--- config.mk ---
export PLATFORM = sky130hd
export DESIGN_NAME = nor_seq
export DESIGN_NICKNAME = d
export VERILOG_FILES = /design/src/rtl/nor_seq.sv
export SDC_FILE = /design/constraint.sdc
export NUM_CORES = 1
export LEC_CHECK = 0
export BUFFER_PORTS_ARGS = -buffer_cell sky130_fd_sc_hd__buf_2
export CAP_MARGIN = 20
export CELL_PAD_IN_SITES_DETAIL_PLACEMENT = 1
export CELL_PAD_IN_SITES_GLOBAL_PLACEMENT = 1
export CORE_ASPECT_RATIO = 0.6
export CORE_MARGIN = 5
export CORE_UTILIZATION = 37
export DETAILED_ROUTE_END_ITERATION = 8
export GPL_ROUTABILITY_DRIVEN = 0
export PLACE_DENSITY_LB_ADDON = 0.25
export SYNTH_ARGS = -nofsm -noshare
export SYNTH_HDL_FRONTEND = slang
export SYNTH_SLANG_ARGS = --single-unit
--- constraint.sdc ---
create_clock -name clk -period 2.5 [get_ports clk]
set_clock_uncertainty 0.2 [all_clocks]
set_input_delay 0.5 -clock clk [delete_from_list [all_inputs] [get_ports clk]]
set_output_delay 0.5 -clock clk [all_outputs]
set_load 0.005 [all_outputs]
--- src/rtl/nor_seq.sv ---
module nor_seq #(
  parameter int SETUP_CLKS  = 2,
  parameter int PULSE_CLKS  = 3,
  parameter int HOLD_CLKS   = 2,
  parameter int READ_CLKS   = 4,
  parameter int PROG_LIMIT  = 1000,
  parameter int ERASE_LIMIT = 1600000,
  parameter int CHIP_LIMIT  = 6400000
) (
  input  logic        clk,
  input  logic        rst_n,
  input  logic        req,
  input  logic [1:0]  req_op,
  input  logic [18:0] req_addr,
  input  logic [15:0] req_data,
  output logic        ack,
  output logic        busy,
  output logic        done,
  output logic        timeout,
  output logic        fl_ce_n,
  output logic        fl_oe_n,
  output logic        fl_we_n,
  output logic [18:0] fl_addr,
  output logic [15:0] fl_dq_o,
  output logic        fl_dq_oe,
  input  logic [15:0] fl_dq_i
);

  localparam int TA   = (SETUP_CLKS > PULSE_CLKS) ? SETUP_CLKS : PULSE_CLKS;
  localparam int TB   = (HOLD_CLKS > READ_CLKS) ? HOLD_CLKS : READ_CLKS;
  localparam int PW   = $clog2(((TA > TB) ? TA : TB) + 1);
  localparam int LA   = (PROG_LIMIT > ERASE_LIMIT) ? PROG_LIMIT : ERASE_LIMIT;
  localparam int LMAX = (LA > CHIP_LIMIT) ? LA : CHIP_LIMIT;
  localparam int TW   = $clog2(LMAX + 1);

  typedef enum logic [2:0] {IDLE, WSET, WLOW, WHOLD, WGAP, RD, RGAP} st_t;

  st_t st, st_n;
  logic [PW-1:0] tcnt, plen;
  logic [TW-1:0] tocnt, lim;
  logic [1:0]    op, pph;
  logic [18:0]   addr_q, s_addr;
  logic [15:0]   data_q, s_data, prev, vref;
  logic [2:0]    step;
  logic          last_step, phase_end, to_hit, ok_end;

  assign busy      = (st != IDLE);
  assign last_step = (op == 2'd0) ? (step == 3'd3) : (step == 3'd5);
  assign lim       = (op == 2'd0) ? TW'(PROG_LIMIT) :
                     (op == 2'd3) ? TW'(CHIP_LIMIT) : TW'(ERASE_LIMIT);
  assign phase_end = (tcnt == plen - 1'b1);
  assign to_hit    = (st == RD || st == RGAP) && (tocnt == lim - 1'b1);
  assign ok_end    = (st == RD) && phase_end && (pph == 2'd3) && (fl_dq_i == vref);
  assign fl_addr   = s_addr;
  assign fl_dq_o   = s_data;

  always_comb begin
    case (st)
      WSET:    plen = PW'(SETUP_CLKS);
      WLOW:    plen = PW'(PULSE_CLKS);
      WHOLD:   plen = PW'(HOLD_CLKS);
      RD:      plen = PW'(READ_CLKS);
      default: plen = PW'(1);
    endcase
  end

  always_comb begin
    s_addr = 19'h05555;
    s_data = 16'h00AA;
    case (step)
      3'd1, 3'd4: begin
        s_addr = 19'h02AAA;
        s_data = 16'h0055;
      end
      3'd2: s_data = (op == 2'd0) ? 16'h00A0 : 16'h0080;
      3'd3: if (op == 2'd0) begin
        s_addr = addr_q;
        s_data = data_q;
      end
      3'd5: case (op)
        2'd1: begin
          s_addr = {addr_q[18:11], 11'b0};
          s_data = 16'h0030;
        end
        2'd2: begin
          s_addr = {addr_q[18:15], 15'b0};
          s_data = 16'h0050;
        end
        default: s_data = 16'h0010;
      endcase
      default: ;
    endcase
  end

  always_comb begin
    st_n = st;
    case (st)
      IDLE:  if (req) st_n = WSET;
      WSET:  if (phase_end) st_n = WLOW;
      WLOW:  if (phase_end) st_n = WHOLD;
      WHOLD: if (phase_end) st_n = WGAP;
      WGAP:  st_n = last_step ? RD : WSET;
      RD:    if (to_hit || ok_end) st_n = IDLE;
             else if (phase_end) st_n = RGAP;
      RGAP:  st_n = to_hit ? IDLE : RD;
      default: st_n = IDLE;
    endcase
  end

  always_ff @(posedge clk) begin
    if (!rst_n) begin
      st <= IDLE;
      tcnt <= '0;
      tocnt <= '0;
      op <= 2'd0;
      addr_q <= '0;
      data_q <= '0;
      step <= 3'd0;
      pph <= 2'd0;
      prev <= '0;
      vref <= '0;
      ack <= 1'b0;
      done <= 1'b0;
      timeout <= 1'b0;
      fl_ce_n <= 1'b1;
      fl_oe_n <= 1'b1;
      fl_we_n <= 1'b1;
      fl_dq_oe <= 1'b0;
    end else begin
      st <= st_n;
      tcnt <= (st_n != st) ? '0 : tcnt + 1'b1;
      ack <= (st == IDLE) && req;
      fl_ce_n <= !(st_n == WSET || st_n == WLOW || st_n == WHOLD || st_n == RD);
      fl_we_n <= (st_n != WLOW);
      fl_oe_n <= (st_n != RD);
      fl_dq_oe <= (st_n == WSET || st_n == WLOW || st_n == WHOLD);
      if (st == IDLE && req) begin
        op <= req_op;
        addr_q <= req_addr;
        data_q <= req_data;
        step <= 3'd0;
        done <= 1'b0;
        timeout <= 1'b0;
      end
      if (st == WGAP) begin
        if (last_step) begin
          tocnt <= '0;
          pph <= 2'd0;
        end else begin
          step <= step + 3'd1;
        end
      end
      if (st == RD || st == RGAP) tocnt <= tocnt + 1'b1;
      if (to_hit) timeout <= 1'b1;
      else if (st == RD && phase_end) begin
        case (pph)
          2'd0: begin
            prev <= fl_dq_i;
            pph <= 2'd1;
          end
          2'd1: if (fl_dq_i[6] != prev[6]) prev <= fl_dq_i;
                else pph <= 2'd2;
          2'd2: begin
            vref <= fl_dq_i;
            pph <= 2'd3;
          end
          default: if (fl_dq_i == vref) done <= 1'b1;
                   else begin
                     prev <= fl_dq_i;
                     pph <= 2'd1;
                   end
        endcase
      end
    end
  end

  p_ack_from_idle_r1: assert property (@(posedge clk) disable iff (!rst_n)
    ack |-> $past(req) && !$past(busy));
  p_we_in_write_r5: assert property (@(posedge clk) disable iff (!rst_n)
    !fl_we_n |-> !fl_ce_n && fl_oe_n && fl_dq_oe);
  p_pulse_stable_r5: assert property (@(posedge clk) disable iff (!rst_n)
    (!fl_we_n && $past(!fl_we_n)) |-> $stable(fl_addr) && $stable(fl_dq_o));
  p_hold_after_rise_r5: assert property (@(posedge clk) disable iff (!rst_n)
    $rose(fl_we_n) |-> !fl_ce_n && fl_dq_oe && $stable(fl_addr) && $stable(fl_dq_o));
  p_read_cycle_r6: assert property (@(posedge clk) disable iff (!rst_n)
    !fl_oe_n |-> !fl_ce_n && fl_we_n && !fl_dq_oe && last_step);
  p_done_release_r7: assert property (@(posedge clk) disable iff (!rst_n)
    $rose(done) |-> !busy && fl_oe_n && fl_ce_n);
  p_timeout_release_r9: assert property (@(posedge clk) disable iff (!rst_n)
    $rose(timeout) |-> !busy && fl_ce_n && fl_oe_n);
  p_refuse_busy_r10: assert property (@(posedge clk) disable iff (!rst_n)
    (busy && req) |=> !ack);
  p_flags_excl_r11: assert property (@(posedge clk) disable iff (!rst_n)
    !(done && timeout));

endmodule

=== Word-level counts from Yosys, hierarchy flattened ===
Index checks and enable logic that the tools add are counted.

* Bits in registers: 101

* Add/subtract/negate cells: 5
* Eq/ne operators: 30
* Mux-type cells: 43
* Bitwise gates (word level): 3
* Reduce and logical (&&, ||, !) cells: 25

{| class="wikitable"
|+ Operator list
! cell !! count
|-
| $mux 23 || 5
|-
| $pmux 16 s4 || 1
|-
| $pmux 19 s3 || 1
|-
| $pmux 19 s2 || 1
|-
| $mux 3 || 11
|-
| $add 23x1->23 const B || 1
|-
| $eq 23x23->1 || 1
|-
| $sub 23x1->23 const B || 1
|-
| $pmux 3 s7 || 1
|-
| $pmux 7 s3 || 1
|-
| $mux 19 || 1
|-
| $eq 3x2->1 const B || 6
|-
| $eq 3x3->1 const B || 6
|-
| $eq 16x16->1 || 1
|-
| $mux 16 || 1
|-
| $mux 7 || 2
|-
| $pmux 7 s2 || 1
|-
| $mux 2 || 6
|-
| $eq 3x1->1 const B || 3
|-
| $pmux 3 s3 || 1
|-
| $eq 2x2->1 const B || 4
|-
| $mux 1 || 8
|-
| $add 3x1->3 const B || 2
|-
| $mux 6 || 1
|-
| other kinds (23) || 39
|}

=== Longest topological paths before layout ===
* Depth in word-level cells: 16
* Depth in mapped cells: 10
* Gate-level depth less buffers: 8

=== Worst setup path before layout ===
Ideal clock, no wire load.

* Path type: register -> register
* Start: reg op[0]
* End: reg vref[10]
* Library setup time: 128 ps
* Data arrival time: 2281 ps
* Data required time: 2172 ps
* Slack: -109 ps
* Cell stages (with the launch flop): 10
* Path buffers: 1
* Period minus slack after synthesis: 2609 ps
* Cell sequence: dfxtp_1 -> inv_1 -> ha_1 -> or3b_2 -> a211oi_1 -> o2111ai_2 -> nand4_2 -> buf_6 -> mux2i_1 -> nor2_1

* Word-level cells in the longest chain between the ends: 8
* Elaborated cells between the ends (all ways): 9
* Classes of those cells: 1 x add/sub; 2 x eq/ne; 2 x mux; 1 x bitwise; 3 x reduce/logical

{| class="wikitable"
|+ Ends and longest elaborated chain
! element !! RTL line !! text
|-
| start, declared || 41 || <nowiki>logic [1:0] op, pph;</nowiki>
|-
| start signal, assigned || 138 || <nowiki>op <= req_op;</nowiki>
|-
| $eq 2x2->1 || 50 || <nowiki>(op == 2'd3) ? TW'(CHIP_LIMIT) : TW'(ERASE_LIMIT);</nowiki>
|-
| $mux 23 || 50 ||
|-
| $mux 23 * || 49 || <nowiki>assign lim = (op == 2'd0) ? TW'(PROG_LIMIT) :</nowiki>
|-
| $sub 23x1->23 * || 52 || <nowiki>assign to_hit = (st == RD || st == RGAP) && (tocnt == lim - 1'b1);</nowiki>
|-
| $eq 23x23->1 * || 52 ||
|-
| $logic_and 1x1->1 * || 52 ||
|-
| $not 1->1 (no source line) * || - ||
|-
| $reduce_and 3->1 (no source line) * || - ||
|-
| end signal, assigned || 164 || <nowiki>vref <= fl_dq_i;</nowiki>
|-
| end, declared || 43 || <nowiki>logic [15:0] data_q, s_data, prev, vref;</nowiki>
|}

Every way passes the cells marked *; elsewhere a longest branch is shown, timed or not.
A chain may end at the register's enable or synchronous reset.

=== Worst setup path after layout ===
* Start: reg op[0]
* End: out fl_addr[18]

* Word-level cells in the longest chain between the ends: 3
* Elaborated cells between the ends (all ways): 6
* Classes of those cells: 2 x eq/ne; 3 x mux; 1 x reduce/logical

{| class="wikitable"
|+ Ends and longest elaborated chain
! element !! RTL line !! text
|-
| $eq 2x2->1 (tied with other cells) || 80 || <nowiki>3'd5: case (op)</nowiki>
|-
| $pmux 19 s2 / $mux 19 (equally long branches) || 80, 76 ||
|-
| $pmux 19 s3 * || 70 || <nowiki>case (step)</nowiki>
|-
| end, declared || 23 || <nowiki>output logic [18:0] fl_addr,</nowiki>
|}

Marked as above.

==> flow_metrics.tcl <==
set metrics [dict create \
    status "complete, but fails checks" \
    violations "negative setup slack" \
    clock_latency_ns 0.35 \
    yosys_warnings 0 \
    synth_top_area_frac 0.381 \
    grt_setup_unrepaired "true" \
    cp.arrival_ns 1.92 \
    crit_start "op[0]" \
    worst_hold_slack_ns 0.189 \
    slew_headroom 0.409 \
    die_h_um 100 \
    start_kind "register" \
    synth_area_leaders "dfxtp_1 (38%), nand2_1 (9.3%), a21boi_0 (5.7%)" \
    path_clk_slew_ns 0.07 \
    die_w_um 160 \
    maxSlewViolCount 0 \
    yosysTopAreaCell "dfxtp_1" \
    areaGrowthSynthToFinish_pct 36.1 \
    path_delay_family "flip-flops" \
    final_common_cell "nand2_1" \
    syn_inst 624 \
    cts.sinks 95 \
    hp-class "in2reg" \
    fin_ws_ns -0.124 \
    synth_nets 695 \
    worst-setup-path-type "reg2out" \
    cp_num_buf_inv 3 \
    ctsHtreeMaxLevel 3 \
    grt_max_degree 41 \
    peakVddDrop_uv 482 \
    ios 99 \
    portBuffers 98 \
    power_density_nw_per_um2 659 \
    ys_seq_area_frac 0.381 \
    finalNetCount 835 \
    synth_cell_type_count 53 \
    finalHoldViolations 0 \
    drtPass1Iterations 5 \
    ant_nets 0 \
    die-area_um2 16000 \
    grt_pass1_wl_um 28100 \
    vias 5027 \
    wire_per_inst_um 18.4 \
    drt_iter0_drc 278 \
    hold_path_startpoint "req_addr[6]" \
    cts_buffer_depth 2 \
    leakage_nw 2.81 \
    syn-cell-area_um2 4990 \
    antenna_cells 0 \
    cts_tree "built" \
    grt_pass1_vias 5363 \
    final_cell_mix "nand2_1 (121), buf_2 (95), dfxtp_1 (91)" \
    worst_pin_slew_ns 0.864 \
    grt_usage 0.214 \
    cts-root-buf "clkbuf_16" \
    core_um2 13000 \
    setup_viol 27 \
    critPathMaxStageDelay_ns 0.39 \
    fin_setup_tns_ns -0.821 \
    cp_data_required_time_ns 1.80 \
    start_util 0.384 \
    cp_cell_sequence "inv_2, ha_4, nand3_4, o21bai_4, a21oi_2, buf_4, and2_4, buf_6" \
    end_kind "primary output" \
    synth_seq_cells 95 \
    layout-drive-gt1-share 0.322 \
    viasPerCell 5.35 \
    drt-total-wl_um 17200 \
    crit_slowest_cell "dfxtp_4" \
    finalCritPeriodShare 1.05 \
    grt_overflow 0 \
    maxCapViolations 0 \
    r2r_start "op[0]" \
    avgSynthCellArea_um2 8.00 \
    min_period_ns 2.62 \
    cts_buffers 9 \
    drc 0 \
    power_mw 4.47 \
    crit_fanout 4 \
    dp_hpwl_um 12200 \
    rows 32 \
    fmax_mhz 381 \
    antenna_found_initial 0 \
]
[area by class of cell]
| cell class | instances | area [µm²] |
|---|---|---|
| Inverter | 18 | 72.6 |
| Tap cell | 170 | 213 |
| Clock buffer | 9 | 225 |
| Clock inverter | 7 | 62.6 |
| Sequential cell | 95 | 1910 |
| Fill cell | 1587 | 6220 |
| Timing Repair Buffer | 165 | 1100 |
| Multi-Input combinational cell | 475 | 3210 |
[final timing paths]
path                               endpoint  slack [ns]  cells past startpoint
worst max-delay path            fl_addr[18]       -0.12                      8
worst min-delay path              addr_q[6]        0.19                      3
worst max register to register     fl_dq_oe       -0.08                      7
worst min register to register   data_q[11]        0.26                      2
[power breakdown]
| group | total (mW) | internal [mW] | switching [mW] |
|---|---|---|---|
| sequential | 1.78 | 1.67 | 0.116 |
| combinational | 1.32 | 0.553 | 0.765 |
| clock | 1.37 | 0.699 | 0.673 |
| total | 4.47 | 2.92 | 1.55 |
[state kept, by name (all words and copies together) (netlist names)]
name and flops:
tocnt 23, addr_q 19, data_q 16, vref 16
st 3, step 3, tcnt 3, op 2
pph 2, ack 1, done 1, fl_ce_n 1
fl_dq_oe 1, fl_oe_n 1, fl_we_n 1, prev 1
timeout 1
[synthesized netlist by cell type (all sizes together)]
| cell type | count |
|---|---|
| nand2 | 123 |
| dfxtp | 95 |
| nor2 | 55 |
| a21boi | 38 |
| clkbuf | 33 |
| a21oi | 29 |
| mux2i | 24 |
| o21ai | 22 |
| nand3 | 20 |
| xnor2 | 20 |
| and3 | 19 |
| inv | 18 |
| and2 | 16 |
| ha | 15 |
| nand4 | 10 |
| a211oi | 8 |
| a31oi | 7 |
| nor3 | 7 |
| nand2b | 5 |
| a2111oi | 4 |
| nand4b | 4 |
| nor3b | 4 |
| nor4 | 4 |
| o211ai | 4 |
| or4 | 4 |
| xor2 | 4 |
| buf | 3 |
| mux2 | 3 |
| nor2b | 3 |
| nand3b | 2 |
| o2111ai | 2 |
| o21a | 2 |
| o21bai | 2 |
| o22ai | 2 |
| o31ai | 2 |
| or3 | 2 |
| a221o | 1 |
| a221oi | 1 |
| a222oi | 1 |
| a22oi | 1 |
| a31o | 1 |
| o211a | 1 |
| o221a | 1 |
| o311a | 1 |
| or3b | 1 |
[tightest hold or removal path: stages]
cell and delay [ns]:
buf_2 0.09, nand2_1 0.04, a21boi_0 0.06
[repair_timing]
| action | CTS | global route |
|---|---|---|
| pin swaps | 11 | 9 |
| hold buffers | 0 | 0 |
| resized for setup | 52 | 47 |
| endpoints found under the setup margin | 57 | 58 |
| gates cloned | 1 | 1 |
| setup buffers | 9 | 2 |
[through the flow]
step           instances  utilization  setup WS, ns  area (µm²)
3_3_place_gp         910        0.460       -0.0455        5990
6_report             939        0.522        -0.124        6790
4_1_cts              936        0.505       -0.0964        6580
2_1_floorplan        624            -        0.0132        5020
3_5_place_dp         910        0.460        -0.171        5990
5_1_grt              939        0.522        -0.182        6790
[cells by family after synthesis]
family          Yosys count  synth area share
mux                      27            0.0549
buf+inv                  54            0.0426
fa+ha+maj                15            0.0376
xor+xnor                 24            0.0421
compound gates          130             0.181
simple gates            279             0.261
flops                    95             0.381
[layer usage]
| metal | track usage | vias up | share of wire |
|---|---|---|---|
| met5 | 0 | - | 0 |
| met4 | 0.0357 | 0 | 0.0059 |
| met3 | 0.0443 | 13 | 0.042 |
| met2 | 0.348 | 107 | 0.46 |
| met1 | 0.300 | 2475 | 0.50 |
| li1 | - | 2432 | - |
(Power assumes the default switching activity.)
